--- src/rtl/ssp_irq_pkg.sv ---
package ssp_irq_pkg;
  localparam int unsigned NSRC    = 4;
  localparam int unsigned BIT_TX  = 3;
  localparam int unsigned BIT_RX  = 2;
  localparam int unsigned BIT_TMO = 1;
  localparam int unsigned BIT_OVR = 0;
  typedef logic [NSRC-1:0] irq_vec_t;
endpackage

--- src/rtl/ssp_fifo.sv ---
module ssp_fifo #(
  parameter int unsigned DW    = 8,
  parameter int unsigned DEPTH = 8,
  localparam int unsigned AW   = $clog2(DEPTH),
  localparam int unsigned CW   = $clog2(DEPTH + 1)
) (
  input  logic          clk_i,
  input  logic          rst_ni,
  input  logic          push_i,
  input  logic [DW-1:0] data_i,
  input  logic          pop_i,
  output logic [DW-1:0] data_o,
  output logic [CW-1:0] count_o
);
  logic [DW-1:0] mem_q [DEPTH];
  logic [AW-1:0] wr_q, rd_q;
  logic [CW-1:0] cnt_q;
  logic push_ok, pop_ok;

  assign push_ok = push_i && (cnt_q != CW'(DEPTH));
  assign pop_ok  = pop_i && (cnt_q != '0);

  always_ff @(posedge clk_i or negedge rst_ni) begin
    if (!rst_ni) begin
      wr_q  <= '0;
      rd_q  <= '0;
      cnt_q <= '0;
    end else begin
      if (push_ok) wr_q <= wr_q + AW'(1);
      if (pop_ok)  rd_q <= rd_q + AW'(1);
      cnt_q <= cnt_q + CW'(push_ok) - CW'(pop_ok);
    end
  end

  always_ff @(posedge clk_i) begin
    if (push_ok) mem_q[wr_q] <= data_i;
  end

  assign data_o  = mem_q[rd_q];
  assign count_o = cnt_q;
endmodule

--- src/rtl/ssp_rx_idle_timer.sv ---
module ssp_rx_idle_timer #(
  parameter int unsigned TMO_TICKS = 32,
  localparam int unsigned TW       = $clog2(TMO_TICKS)
) (
  input  logic clk_i,
  input  logic rst_ni,
  input  logic rx_empty_i,
  input  logic rx_active_i,
  input  logic frame_i,
  input  logic clr_i,
  input  logic tick_i,
  output logic pend_o
);
  logic [TW-1:0] cnt_q;
  logic          pend_q;
  logic          restart;

  assign restart = rx_empty_i || rx_active_i || frame_i || clr_i;

  always_ff @(posedge clk_i or negedge rst_ni) begin
    if (!rst_ni) begin
      cnt_q  <= '0;
      pend_q <= 1'b0;
    end else if (restart) begin
      cnt_q  <= '0;
      pend_q <= 1'b0;
    end else if (tick_i && !pend_q) begin
      if (cnt_q == TW'(TMO_TICKS - 1)) begin
        cnt_q  <= '0;
        pend_q <= 1'b1;
      end else begin
        cnt_q <= cnt_q + TW'(1);
      end
    end
  end

  assign pend_o = pend_q;
endmodule

--- src/rtl/ssp_irq_status.sv ---
module ssp_irq_status
  import ssp_irq_pkg::*;
#(
  parameter int unsigned CW     = 4,
  parameter int unsigned TX_THR = 4,
  parameter int unsigned RX_THR = 4
) (
  input  logic     clk_i,
  input  logic     rst_ni,
  input  logic [CW-1:0] tx_cnt_i,
  input  logic [CW-1:0] rx_cnt_i,
  input  logic     tmo_pend_i,
  input  logic     ovr_evt_i,
  input  irq_vec_t clr_i,
  input  irq_vec_t mask_i,
  output irq_vec_t raw_o,
  output irq_vec_t masked_o,
  output logic     irq_o
);
  logic ovr_q;

  // set beats clear so a fresh overrun is never lost
  always_ff @(posedge clk_i or negedge rst_ni) begin
    if (!rst_ni)              ovr_q <= 1'b0;
    else if (ovr_evt_i)       ovr_q <= 1'b1;
    else if (clr_i[BIT_OVR])  ovr_q <= 1'b0;
  end

  always_comb begin
    raw_o          = '0;
    raw_o[BIT_TX]  = tx_cnt_i <= CW'(TX_THR);
    raw_o[BIT_RX]  = rx_cnt_i >= CW'(RX_THR);
    raw_o[BIT_TMO] = tmo_pend_i && (rx_cnt_i != '0);
    raw_o[BIT_OVR] = ovr_q;
  end

  assign masked_o = raw_o & mask_i;
  assign irq_o    = |masked_o;
endmodule

--- src/rtl/ssp_irq_ctrl.sv ---
module ssp_irq_ctrl
  import ssp_irq_pkg::*;
#(
  parameter int unsigned DW        = 8,
  parameter int unsigned DEPTH     = 8,
  parameter int unsigned TX_THR    = 4,
  parameter int unsigned RX_THR    = 4,
  parameter int unsigned TMO_TICKS = 32
) (
  input  logic          clk_i,
  input  logic          rst_ni,
  input  logic          tx_push_i,
  input  logic [DW-1:0] tx_data_i,
  input  logic          tx_pop_i,
  output logic [DW-1:0] tx_data_o,
  input  logic          rx_frame_valid_i,
  input  logic [DW-1:0] rx_frame_data_i,
  input  logic          rx_pop_i,
  output logic [DW-1:0] rx_data_o,
  input  logic          rx_active_i,
  input  logic          bit_tick_i,
  input  logic [3:0]    clr_i,
  input  logic [3:0]    mask_i,
  output logic [3:0]    raw_o,
  output logic [3:0]    masked_o,
  output logic          irq_o
);
  localparam int unsigned CW = $clog2(DEPTH + 1);

  logic [CW-1:0] tx_cnt, rx_cnt;
  logic          rx_full, rx_empty, tmo_pend;

  assign rx_full  = rx_cnt == CW'(DEPTH);
  assign rx_empty = rx_cnt == '0;

  ssp_fifo #(.DW(DW), .DEPTH(DEPTH)) u_tx_fifo (
    .clk_i, .rst_ni,
    .push_i(tx_push_i), .data_i(tx_data_i), .pop_i(tx_pop_i),
    .data_o(tx_data_o), .count_o(tx_cnt)
  );

  // a frame arriving while full is dropped by the FIFO's own full guard
  ssp_fifo #(.DW(DW), .DEPTH(DEPTH)) u_rx_fifo (
    .clk_i, .rst_ni,
    .push_i(rx_frame_valid_i), .data_i(rx_frame_data_i), .pop_i(rx_pop_i),
    .data_o(rx_data_o), .count_o(rx_cnt)
  );

  ssp_rx_idle_timer #(.TMO_TICKS(TMO_TICKS)) u_timer (
    .clk_i, .rst_ni,
    .rx_empty_i(rx_empty), .rx_active_i(rx_active_i), .frame_i(rx_frame_valid_i),
    .clr_i(clr_i[BIT_TMO]), .tick_i(bit_tick_i), .pend_o(tmo_pend)
  );

  ssp_irq_status #(.CW(CW), .TX_THR(TX_THR), .RX_THR(RX_THR)) u_status (
    .clk_i, .rst_ni,
    .tx_cnt_i(tx_cnt), .rx_cnt_i(rx_cnt), .tmo_pend_i(tmo_pend),
    .ovr_evt_i(rx_frame_valid_i && rx_full),
    .clr_i(clr_i), .mask_i(mask_i),
    .raw_o(raw_o), .masked_o(masked_o), .irq_o(irq_o)
  );
endmodule

--- config.mk ---
export PLATFORM = sky130hd
export DESIGN_NAME = ssp_irq_ctrl
export DESIGN_NICKNAME = d
export VERILOG_FILES = /design/src/rtl/ssp_irq_pkg.sv /design/src/rtl/ssp_fifo.sv /design/src/rtl/ssp_rx_idle_timer.sv /design/src/rtl/ssp_irq_status.sv /design/src/rtl/ssp_irq_ctrl.sv
export SDC_FILE = /design/constraint.sdc
export NUM_CORES = 1
export LEC_CHECK = 0
export ABC_CLOCK_PERIOD_IN_PS = 5800
export BUFFER_PORTS_ARGS = -buffer_cell sky130_fd_sc_hd__buf_2
export CORE_UTILIZATION = 64
export CTS_BUF_LIST = sky130_fd_sc_hd__clkbuf_4 sky130_fd_sc_hd__clkbuf_8 sky130_fd_sc_hd__clkbuf_16
export DETAILED_ROUTE_END_ITERATION = 16
export GPL_ROUTABILITY_DRIVEN = 0
export HOLD_SLACK_MARGIN = 0.12
export PLACE_DENSITY = 0.85
export SLEW_MARGIN = 10
export SYNTH_ARGS = -nofsm -noshare
export SYNTH_HDL_FRONTEND = slang
export SYNTH_SLANG_ARGS = --single-unit
export TNS_END_PERCENT = 5
--- constraint.sdc ---
create_clock -name clk_i -period 5.8 [get_ports clk_i]
set_input_delay 0.29 -clock clk_i [delete_from_list [all_inputs] [get_ports clk_i]]
set_output_delay 0.29 -clock clk_i [all_outputs]
set_load 0.1 [all_outputs]
==> results.rst <==
.. list-table::
   :header-rows: 1

   * - Metric
     - Value
   * - Via count
     - 3,515
   * - Maximum number of pins on one net before global-route repair
     - 28
   * - Inserted Clock Buffers
     - 17
   * - Max-cap violations
     - 0
   * - Area growth from synthesis to layout
     - 19.2%
   * - Via count of the first global-routing pass
     - 3,641
   * - RSZ-0062 raised after global routing
     - no
   * - Clock Skews
     - 9.23 ps
   * - Synthesized net count
     - 401
   * - Total wire length after detailed routing
     - 13,700 um
   * - Run status
     - completed
   * - Xor and xnor area share after synthesis
     - 1.60%
   * - Buffers inserted during post-CTS setup optimization
     - 0
   * - Post-route clock period utilization
     - 55.7%
   * - Area share of fa/ha/maj cells after synthesis
     - 4.42%
   * - EDFF count, synth
     - 128
   * - Mux share of post-synthesis cell area
     - 16.5%
   * - Crit Path Max Fanout
     - 18
   * - Data required time of the critical path
     - 5510 ps
   * - Min cycle time layout
     - 3230 ps
   * - Filler cell count in the final layout
     - 466
   * - Netlist cell types
     - 38
   * - Leading register cell type out of synthesis
     - sky130_fd_sc_hd__edfxtp_1
   * - Clock transition at the registers of the reported paths
     - 70 ps
   * - Post-Synth Simple-Gate Area
     - 4.38%
   * - Number of nets in the final layout
     - 490
   * - Actual slew at the worst max-slew pin
     - 1090 ps
   * - Warnings from Yosys
     - 0
   * - Maximum clock path buffer count
     - 2
   * - Share of synthesized flip-flops with an asynchronous set or reset
     - 17.4%
   * - Dominant combinational cell family by area after synthesis
     - multiplexers
   * - Critical path capture point type
     - output port
   * - Cell type of the slowest stage on the worst timing path
     - sky130_fd_sc_hd__dfrtp_1
   * - Share of the synthesized area in compound gates (AO/OA/AOI/OAI)
     - 1.52%
   * - Site Rows
     - 36
   * - Critical path data arrival time
     - 2940 ps
   * - Number of port buffers
     - 54
   * - Critical path cell sequence
     - mux4_1 > mux2_2 > buf_2
   * - Post-detailed-placement half-perimeter wirelength
     - 7070 um
   * - Count of boundary I/O pins
     - 57
   * - Min-Delay Path Class
     - in2reg
   * - Residual antenna-violating net count after detailed routing
     - 0
   * - Flip-flop and latch count after synthesis
     - 155
   * - Die height
     - 103 um
   * - Final Hold Viols
     - 0
   * - Clock root buffer
     - sky130_fd_sc_hd__clkbuf_8
   * - Combined global-route utilization of all metal layers
     - 28.4%
   * - Level count of the clock H-tree
     - 4
   * - Cell type with the highest aggregate area in the netlist
     - sky130_fd_sc_hd__edfxtp_1
   * - Total negative setup slack
     - 0 ps
   * - Fraction of post-synthesis cell area in the top cell type by area
     - 58.6%
   * - Drt initial violations
     - 239
   * - Largest cells by area after synthesis
     - sky130_fd_sc_hd__edfxtp_1, sky130_fd_sc_hd__mux4_1, sky130_fd_sc_hd__dfrtp_1
   * - Antenna violations before repair
     - 0
   * - Commonest cells post-synth
     - sky130_fd_sc_hd__edfxtp_1, sky130_fd_sc_hd__mux4_1, sky130_fd_sc_hd__dfrtp_1
   * - Die X-Extent
     - 103 um
   * - Count of cells resized by post-cts repair
     - 0
   * - Count of antenna diodes in the layout
     - 0
   * - Number of instances in the synthesized netlist
     - 347
   * - Biggest cell delay along the critical path
     - 1060 ps
   * - Critical path launch point type
     - flop
   * - Number of endpoints failing setup at the final stage
     - 0
   * - Starting density of the core
     - 66.5%
   * - Clock Latency Late Sink
     - 530 ps
   * - Wire length of the first global-routing pass
     - 20,500 um
   * - Placeable core region
     - 9860 um2
   * - 1st-pass router iterations
     - 4
   * - Syn Area/Cell
     - 18.9 um2
   * - Total grt overflow
     - 0
   * - Worst rel slew slack
     - 27.5%
   * - Most common cell in the synthesized netlist
     - sky130_fd_sc_hd__edfxtp_1
   * - CTS tree
     - done
   * - Netlist Area Pre-Place
     - 6560 um2
   * - Share of synthesized area occupied by flip-flops and latches
     - 68.9%
   * - Fin. max-slew vios
     - 0
   * - Critical Setup Path Class
     - reg2out
   * - Clock sink total
     - 155
   * - Area enclosed by the die boundary
     - 10,700 um2
   * - WL per Instance
     - 23.5 um
   * - Family of cells with the greatest summed delay on the critical path
     - flip-flops
   * - DRC violations left
     - 0
   * - Ratio of cells with drive above 1 in the final layout
     - 25.4%
   * - Bufs and invs on worst path
     - 1
   * - Ratio of routed vias to standard cells
     - 6.04
   * - Maximum clock frequency
     - 0.310 GHz
==> worst paths after layout <==
check                                          startpoint                             end  slack, ps  cells after the start
setup / recovery            u_rx_fifo.rd_q[0]$_DFFE_PN0P_                    rx_data_o[5]       2570                      3
hold / removal                                   clr_i[1]    u_timer.cnt_q[1]$_DFFE_PN0P_        150                      4
setup reg to reg           u_rx_fifo.count_o[2]$_DFF_PN0_  u_rx_fifo.count_o[2]$_DFF_PN0_       3220                     10
hold reg to reg              u_timer.cnt_q[4]$_DFFE_PN0P_    u_timer.cnt_q[4]$_DFFE_PN0P_        540                      2
max in group asynchronous                          rst_ni   u_tx_fifo.wr_q[1]$_DFFE_PN0N_       5090                      2
min in group asynchronous                          rst_ni  u_rx_fifo.count_o[2]$_DFF_PN0_        310                      2
==> cell families (layout without fill, tap and decap cells) <==
group,count (synthesis),in the layout
flip-flops,155,155
AND/OR/NAND/NOR,55,55
multiplexers,54,54
buffers and inverters,33,135
adder cells (fa/ha/maj),22,22
AO/OA/AOI/OAI,16,16
XOR/XNOR,12,12
==> routing by layer <==
layer | up-vias | global-route usage, % | part of all wire (%)
li1 | 1553 | - | -
met1 | 1769 | 38.3 | 41
met2 | 169 | 44.9 | 50
met3 | 24 | 6.65 | 7.1
met4 | 0 | 12.7 | 1.6
met5 | - | 0 | 0
==> tightest hold or removal path, stage by stage <==
cell and delay, ps:
sky130_fd_sc_hd__buf_2 70, sky130_fd_sc_hd__nor3_1 30, sky130_fd_sc_hd__nand2_1 180, sky130_fd_sc_hd__a21oi_1 60
==> cell type report <==
| class | count | area (um2) | share of cell area [%] |
|---|---|---|---|
| multi-input cells | 159 | 1870 | 23.9 |
| flip-flops and latches | 155 | 4520 | 57.8 |
| clock buffers | 19 | 429 | 5.49 |
| repair buffers | 82 | 541 | 6.91 |
| inverters | 21 | 78.8 | 1.01 |
| well taps | 133 | 166 | 2.13 |
| clock inverters | 13 | 221 | 2.83 |
==> flip-flops by register name (all words and copies together) (netlist names), 3 cells and up <==
| register | cells |
|---|---|
| u_rx_fifo.wr_q | 3 |
| u_tx_fifo.rd_q | 3 |
| u_tx_fifo.count_o | 4 |
| u_tx_fifo.wr_q | 3 |
| u_timer.cnt_q | 5 |
| u_tx_fifo.mem_q | 64 |
| u_rx_fifo.mem_q | 64 |
| u_rx_fifo.count_o | 4 |
| u_rx_fifo.rd_q | 3 |
==> what timing repair did <==
action | in CTS | in global routing
hold buffers | 24 | 0
setup endpoints to repair | 0 | 0
hold endpoints to repair | 162 | 0
==> cells in the final DEF, fill, tap and decap left out, types with 2 or more instances in the layout <==
cell type / n
sky130_fd_sc_hd__o21ai_0: 2
sky130_fd_sc_hd__bufinv_16: 6
sky130_fd_sc_hd__clkinv_2: 2
sky130_fd_sc_hd__nand3b_1: 2
sky130_fd_sc_hd__inv_1: 21
sky130_fd_sc_hd__clkinvlp_4: 2
sky130_fd_sc_hd__ha_1: 20
sky130_fd_sc_hd__dlygate4sd3_1: 24
sky130_fd_sc_hd__and2_1: 3
sky130_fd_sc_hd__dfrtp_1: 27
sky130_fd_sc_hd__buf_2: 54
sky130_fd_sc_hd__clkbuf_4: 2
sky130_fd_sc_hd__fa_1: 2
sky130_fd_sc_hd__edfxtp_1: 128
sky130_fd_sc_hd__xnor2_1: 8
sky130_fd_sc_hd__a21o_1: 2
sky130_fd_sc_hd__xor2_1: 4
sky130_fd_sc_hd__clkinv_1: 2
sky130_fd_sc_hd__nand2_1: 8
sky130_fd_sc_hd__nand2b_1: 5
sky130_fd_sc_hd__clkbuf_16: 16
sky130_fd_sc_hd__nor2_1: 16
sky130_fd_sc_hd__nand3_1: 6
sky130_fd_sc_hd__mux2_2: 21
sky130_fd_sc_hd__a21oi_1: 7
sky130_fd_sc_hd__mux4_1: 31
sky130_fd_sc_hd__and3_1: 2
sky130_fd_sc_hd__nor3_1: 5
sky130_fd_sc_hd__or3b_2: 4
sky130_fd_sc_hd__buf_4: 4
==> stage by stage <==
stage | std cells | area [um2] | util [%] | hold WS, ps | setup slack, ps
floorplan | 347 | 6560 | - | -5.59 | 2740
global route | 582 | 7820 | 79.3 | 145 | 2470
finish | 582 | 7820 | 79.3 | 145 | 2570
detailed placement | 526 | 6930 | 70.3 | 336 | 3270
CTS | 582 | 7820 | 79.3 | 124 | 2510
global placement | 526 | 6930 | 70.3 | 333 | 3310
Power is not shown: default switching activity piles up to over one toggle a cycle in this logic, so the estimate is an artifact.
